--- src/rtl/bcd_cnt_pkg.sv ---
package bcd_cnt_pkg;
  localparam int NIB  = 4;
  localparam int PH_W = 3;

  typedef enum logic [1:0] {
    ST_NONE   = 2'b00,
    ST_PSIG   = 2'b01,
    ST_MAIN   = 2'b10,
    ST_PRESET = 2'b11
  } store_sel_e;

  // {sel1, sel2}: 1x with sel2=1 -> 1, 10 -> 6, 0x -> 5
  function automatic logic [PH_W-1:0] div_ratio(input logic [1:0] sel);
    if (sel[1]) return sel[0] ? PH_W'(1) : PH_W'(6);
    return PH_W'(5);
  endfunction
endpackage

--- src/rtl/bcd_prescaler.sv ---
module bcd_prescaler
  import bcd_cnt_pkg::*;
(
  input  logic       clk,
  input  logic       rst_n,
  input  logic       clr,
  input  logic       stb,
  input  logic [1:0] div_sel,
  output logic       tick
);
  logic [PH_W-1:0] ph_q, ph_d, lim;

  always_comb begin
    lim  = div_ratio(div_sel) - PH_W'(1);
    ph_d = ph_q;
    tick = 1'b0;
    if (clr) begin
      ph_d = '0;
    end else if (stb) begin
      if (ph_q >= lim) begin
        ph_d = '0;
        tick = 1'b1;
      end else begin
        ph_d = ph_q + PH_W'(1);
      end
    end
  end

  always_ff @(posedge clk or negedge rst_n) begin
    if (!rst_n)          ph_q <= '0;
    else if (clr || stb) ph_q <= ph_d;
  end

  a_r2_phase_range: assert property (@(posedge clk) disable iff (!rst_n)
    (ph_q <= lim) |=> (ph_q < PH_W'(6)));
endmodule

--- src/rtl/bcd_decade.sv ---
module bcd_decade
  import bcd_cnt_pkg::*;
(
  input  logic [NIB-1:0] d,
  input  logic           up,
  input  logic           cin,
  output logic [NIB-1:0] dn,
  output logic           cout
);
  logic at_end;

  always_comb begin
    at_end = up ? (d == NIB'(9)) : (d == '0);
    cout   = cin & at_end;
    dn     = d;
    if (cin) begin
      if (up) dn = at_end ? '0 : d + NIB'(1);
      else    dn = at_end ? NIB'(9) : d - NIB'(1);
    end
  end
endmodule

--- src/rtl/bcd_store_bank.sv ---
module bcd_store_bank
  import bcd_cnt_pkg::*;
#(
  parameter int W = 24
) (
  input  logic         clk,
  input  logic         rst_n,
  input  logic         we,
  input  logic [1:0]   sel,
  input  logic [W-1:0] data,
  output logic [W-1:0] psig_q,
  output logic [W-1:0] main_q,
  output logic [W-1:0] preset_q
);
  logic we_psig, we_main, we_preset;

  always_comb begin
    we_psig   = we && (store_sel_e'(sel) == ST_PSIG);
    we_main   = we && (store_sel_e'(sel) == ST_MAIN);
    we_preset = we && (store_sel_e'(sel) == ST_PRESET);
  end

  always_ff @(posedge clk or negedge rst_n) begin
    if (!rst_n) begin
      psig_q   <= '0;
      main_q   <= '0;
      preset_q <= '0;
    end else begin
      if (we_psig)   psig_q   <= data;
      if (we_main)   main_q   <= data;
      if (we_preset) preset_q <= data;
    end
  end

  a_r7_none_keeps: assert property (@(posedge clk) disable iff (!rst_n)
    (we && sel == 2'b00) |=> ($stable(psig_q) && $stable(main_q) && $stable(preset_q)));
endmodule

--- src/rtl/bcd_preset_counter.sv ---
module bcd_preset_counter
  import bcd_cnt_pkg::*;
#(
  parameter int DIGITS = 6,
  localparam int W = NIB * DIGITS
) (
  input  logic         clk,
  input  logic         rst_n,
  input  logic         cnt_stb,
  input  logic         cnt_up,
  input  logic         cnt_hold,
  input  logic         clr,
  input  logic         load_pre,
  input  logic [1:0]   div_sel,
  input  logic         no_auto_clr,
  input  logic         no_auto_load,
  input  logic         store_we,
  input  logic [1:0]   store_sel,
  input  logic [W-1:0] store_data,
  output logic [W-1:0] count,
  output logic         main_flag,
  output logic         pre_flag,
  output logic         zero_flag
);
  logic [W-1:0]    cnt_q, cnt_d, stepped;
  logic [W-1:0]    psig_q, main_q, preset_q;
  logic [DIGITS:0] cy;
  logic            tick, auto_clr, auto_load, cnt_en;

  bcd_prescaler u_pre (
    .clk(clk), .rst_n(rst_n), .clr(clr),
    .stb(cnt_stb & ~cnt_hold), .div_sel(div_sel), .tick(tick)
  );

  bcd_store_bank #(.W(W)) u_store (
    .clk(clk), .rst_n(rst_n), .we(store_we), .sel(store_sel), .data(store_data),
    .psig_q(psig_q), .main_q(main_q), .preset_q(preset_q)
  );

  assign cy[0] = tick;
  for (genvar g = 0; g < DIGITS; g++) begin : g_dec
    bcd_decade u_dec (
      .d(cnt_q[g*NIB +: NIB]), .up(cnt_up), .cin(cy[g]),
      .dn(stepped[g*NIB +: NIB]), .cout(cy[g+1])
    );
    a_r3_digit_bcd: assert property (@(posedge clk) disable iff (!rst_n)
      (cnt_q[g*NIB +: NIB] <= NIB'(9) && preset_q[g*NIB +: NIB] <= NIB'(9))
      |=> (cnt_q[g*NIB +: NIB] <= NIB'(9)));
  end

  always_comb begin
    main_flag = (cnt_q == main_q);
    pre_flag  = (cnt_q == psig_q);
    zero_flag = (cnt_q == '0);
    auto_clr  = cnt_up && !no_auto_clr && main_flag;
    auto_load = !cnt_up && !no_auto_load && zero_flag;
    cnt_en    = clr || load_pre || auto_clr || auto_load || tick;
    if (clr)            cnt_d = '0;
    else if (load_pre)  cnt_d = preset_q;
    else if (auto_clr)  cnt_d = '0;
    else if (auto_load) cnt_d = preset_q;
    else                cnt_d = stepped;
  end

  always_ff @(posedge clk or negedge rst_n) begin
    if (!rst_n)      cnt_q <= '0;
    else if (cnt_en) cnt_q <= cnt_d;
  end

  assign count = cnt_q;

  a_r5_clear: assert property (@(posedge clk) disable iff (!rst_n)
    clr |=> zero_flag);
  a_r6_preset_load: assert property (@(posedge clk) disable iff (!rst_n)
    (!clr && load_pre && !store_we) |=> (cnt_q == preset_q));
  a_r8_auto_clear: assert property (@(posedge clk) disable iff (!rst_n)
    (main_flag && cnt_up && !no_auto_clr && !clr && !load_pre) |=> zero_flag);
  a_r4_hold: assert property (@(posedge clk) disable iff (!rst_n)
    (cnt_hold && !clr && !load_pre && !auto_clr && !auto_load) |=> $stable(cnt_q));
  a_r11_zero_stays: assert property (@(posedge clk) disable iff (!rst_n)
    (zero_flag && !cnt_up && no_auto_load && !clr && !load_pre && !tick) |=> zero_flag);
endmodule

--- config.mk ---
export PLATFORM = sky130hd
export DESIGN_NAME = bcd_preset_counter
export DESIGN_NICKNAME = d
export VERILOG_FILES = /design/src/rtl/bcd_cnt_pkg.sv /design/src/rtl/bcd_prescaler.sv /design/src/rtl/bcd_decade.sv /design/src/rtl/bcd_store_bank.sv /design/src/rtl/bcd_preset_counter.sv
export SDC_FILE = /design/constraint.sdc
export NUM_CORES = 1
export LEC_CHECK = 0
export ABC_AREA = 1
export BUFFER_PORTS_ARGS = -buffer_cell sky130_fd_sc_hd__buf_2
export CORE_ASPECT_RATIO = 0.75
export CORE_MARGIN = 5
export CORE_UTILIZATION = 45
export CTS_CLUSTER_DIAMETER = 50
export CTS_CLUSTER_SIZE = 10
export DETAILED_ROUTE_END_ITERATION = 8
export SLEW_MARGIN = 15
export SYNTH_ARGS = -nofsm -noshare
export SYNTH_HDL_FRONTEND = slang
export SYNTH_SLANG_ARGS = --single-unit
export TNS_END_PERCENT = 1
--- constraint.sdc ---
create_clock -name clk -period 2.6 [get_ports clk]
set_clock_uncertainty 0.1 [all_clocks]
set_input_delay 0.13 -clock clk [delete_from_list [all_inputs] [get_ports clk]]
set_output_delay 0.13 -clock clk [all_outputs]
set_load 0.05 [all_outputs]
==> metrics.md <==
| Metric | Value |
|---|---|
| Initial DRC Count | `553` |
| Antenna violations before repair | `0` |
| VDD IR-drop max | `461 uV` |
| Clock sink count | `99` |
| Total wire length | `18,100 um` |
| Crit path capture | `main_flag` |
| Detailed-route DRC error count | `0` |
| First-pass GRT wire length | `29,400 um` |
| Setup Crit Path Kind | `reg -> out` |
| Avg WL per Cell | `16.0 um` |
| Die area | `16,800 um2` |
| Synth top cells by count | `nand2_1, dfrtp_1, o21ai_0, inv_1, nand3_1` |
| Setup TNS | `0 ns` |
| FF+latch area | `2480 um2` |
| Post-synth EDFFs | `0` |
| Synthesized cell area | `6420 um2` |
| CTS root buf | `clkbuf_16` |
| #FFs+latches synth | `99` |
| Vias in the first global route | `5,225` |
| Ratio of cells with drive above 1 in the final layout | `0.174` |
| Syn_area_per_cell | `7.46 um2` |
| Hold Fails Final Rpt | `0` |
| Pre-CTS setup slack | `0.306 ns` |
| Largest net degree at the start of global routing | `49` |
| Num rows | `37` |
| Top-count cell post-synth | `nand2_1` |
| Reg clk slew, reported paths | `0.07 ns` |
| Worst-margin pin slew | `0.596 ns` |
| Reg2reg end | `count[23]$_DFFE_PN0P_` |
| Min-Delay Path Class | `in -> reg` |
| Worst endpoint data arrival time | `2.12 ns` |
| IO Pins | `65` |
| Setup ws final | `0.250 ns` |
| H-Tree Depth | `3` |
| Total track usage | `0.225` |
| Final core occ | `0.541` |
| Max-slew violations | `0` |
| CP Capture Type | `primary output` |
| Via/cell ratio | `5.11` |
| Skew-Pair Late Insertion Delay | `0.37 ns` |
| Number of synthesis warnings | `0` |
| R2R Path Start | `count[1]$_DFFE_PN0P_` |
| TritonCTS clock tree | `done` |
| Post-route cell area | `7490 um2` |
| Yosys cell types | `41` |
| Final nets | `1,006` |
| Leak | `3.87 nW` |
| N_diodes | `0` |
| CTS Buffer Depth | `2` |
| Worst endpoint required time | `2.37 ns` |
| Vias | `5,761` |
| Fin crit share | `0.904` |
| Die W | `148 um` |
| Critical Path Start | `count[18]$_DFFE_PN0P_` |
| Starting density of the core | `0.464` |
| Fillers | `1,362` |
| WHS Path Cells | `3` |
| PwrDens | `661 nW/um2` |
| P&R area growth vs syn | `16.6%` |
| Synth area leaders | `dfrtp_1, nand2_1, o21ai_0, xnor2_1, nand3_1` |
| Placer Congestion | `0.863` |
| Fmax | `425 MHz` |
| ANT nets after route | `0` |
| Cell taking the most area after synthesis | `dfrtp_1` |
| Min cycle time layout | `2.35 ns` |
| Setup bufs post-CTS | `0` |
| IO Port Bufs | `64` |
| DP HPWL | `13,700 um` |
| R2R depth | `11` |
| Post-synth ARST share | `1.00` |
| Startpoint type of the worst setup path | `flip-flop` |
| Initial DRT Pass Iterations | `5` |
| Placed cell areas | `6950 um2` |
| CP max FO | `6` |
| Max Cap Viol | `0` |
| Core ar. | `13,800 um2` |
| Cell count after synthesis | `861` |
| R2R Setup Slk | `0.26 ns` |
| Share of the synthesized area in the top cell type | `0.386` |
| Total gr overflow | `0` |
| Worst slew margin | `0.602` |
| Synth Flop Type | `dfrtp_1` |
| Outcome | `completed` |
| CTS buffer count | `9` |
| Net count of the mapped netlist | `920` |
| RSZ-0062 raised after global routing | `false` |
| Sequential area share after synthesis | `0.386` |
| Multi-input gate area | `3280 um2` |
| PnR Total Power | `4.95 mW` |
| Vert. Die Dim | `113 um` |
| Setup violators final | `0` |
-- repair_timing --
action	4_1_cts	5_1_grt
hold buffers	23	0
endpoints found under the hold margin	94	0
setup endpoints to repair	0	0
gates resized for setup	0	0
-- report_power, final --
part           switching (mW)  internal [mW]  total [mW]
Combinational           0.987          0.578        1.56
Clock                   0.645          0.762        1.41
Sequential              0.213           1.76        1.98
-- flip-flops by register name, summed over array words and instances (netlist names) --
signal            count
count                24
u_pre.ph_q            3
u_store.preset_q     24
u_store.main_q       24
u_store.psig_q       24
-- kinds of logic after synthesis --
kind of cell,after synthesis,synth area share
simple gates,406,0.286
flops,99,0.386
compound gates,138,0.112
xor+xnor,52,0.0709
fa+ha+maj,21,0.0409
buf+inv,145,0.104
-- layout by cell type (no fill, tap or decap), types with 2 or more instances in the layout --
cell type,n
a21boi_0,6
a21oi_1,22
and3_1,2
buf_12,2
buf_2,63
buf_4,30
clkbuf_16,9
dfrtp_1,99
dlygate4sd3_1,23
ha_1,21
inv_1,78
inv_2,21
inv_6,3
nand2_1,259
nand2_2,2
nand3_1,59
nand3_2,8
nand3_4,2
nand3b_1,2
nand4_1,19
nor2_1,32
nor2_2,4
nor2_4,2
nor3_1,3
o21ai_0,96
o21ai_1,9
o21ai_2,2
or2_2,6
xnor2_1,36
xor2_1,16
-- critical path, cell delays in order (launching register included) --
cell and delay [ns]:
dfrtp_1 0.48, xnor2_1 0.19, nand2_1 0.06, nor2_1 0.22, nand2_1 0.17, nor4_2 0.31, buf_2 0.33
-- stage by stage --
| stage | instances | hold slack, ns |
|---|---|---|
| finish | 1127 | 0.0439 |
| CTS | 1127 | 0.0239 |
| global route | 1127 | 0.0764 |
| floorplan | 861 | -0.266 |
| global placement | 1088 | 0.0352 |
| detailed placement | 1088 | 0.0365 |
-- layout make-up --
class / instances / share of cell area
repair buffers: 118 / 0.108
multi-input cells: 617 / 0.439
well taps: 175 / 0.0292
clock buffers: 9 / 0.0301
inverters: 102 / 0.0521
clock inverters: 7 / 0.0107
flip-flops and latches: 99 / 0.331
-- routing by layer --
metal	up-vias	track usage	part of all wire
li1	2925	-	-
met1	2624	0.370	0.53
met2	197	0.293	0.37
met3	15	0.0544	0.088
met4	0	0.0425	0.0092
met5	-	0	0
-- worst min-delay path by stage --
stage | start | end | slack (ns)
finish | store_data[17] | u_store.preset_q[17]$_DFFE_PN0P_ | 0.04
global route | store_data[17] | u_store.preset_q[17]$_DFFE_PN0P_ | 0.08
CTS | store_data[17] | u_store.preset_q[17]$_DFFE_PN0P_ | 0.02
detailed placement | rst_n | u_store.psig_q[3]$_DFFE_PN0P_ | 0.04
global placement | rst_n | u_store.main_q[7]$_DFFE_PN0P_ | 0.04
floorplan | rst_n | count[0]$_DFFE_PN0P_ | -0.27
No activity file was read; power rests on OpenSTA's default activity.
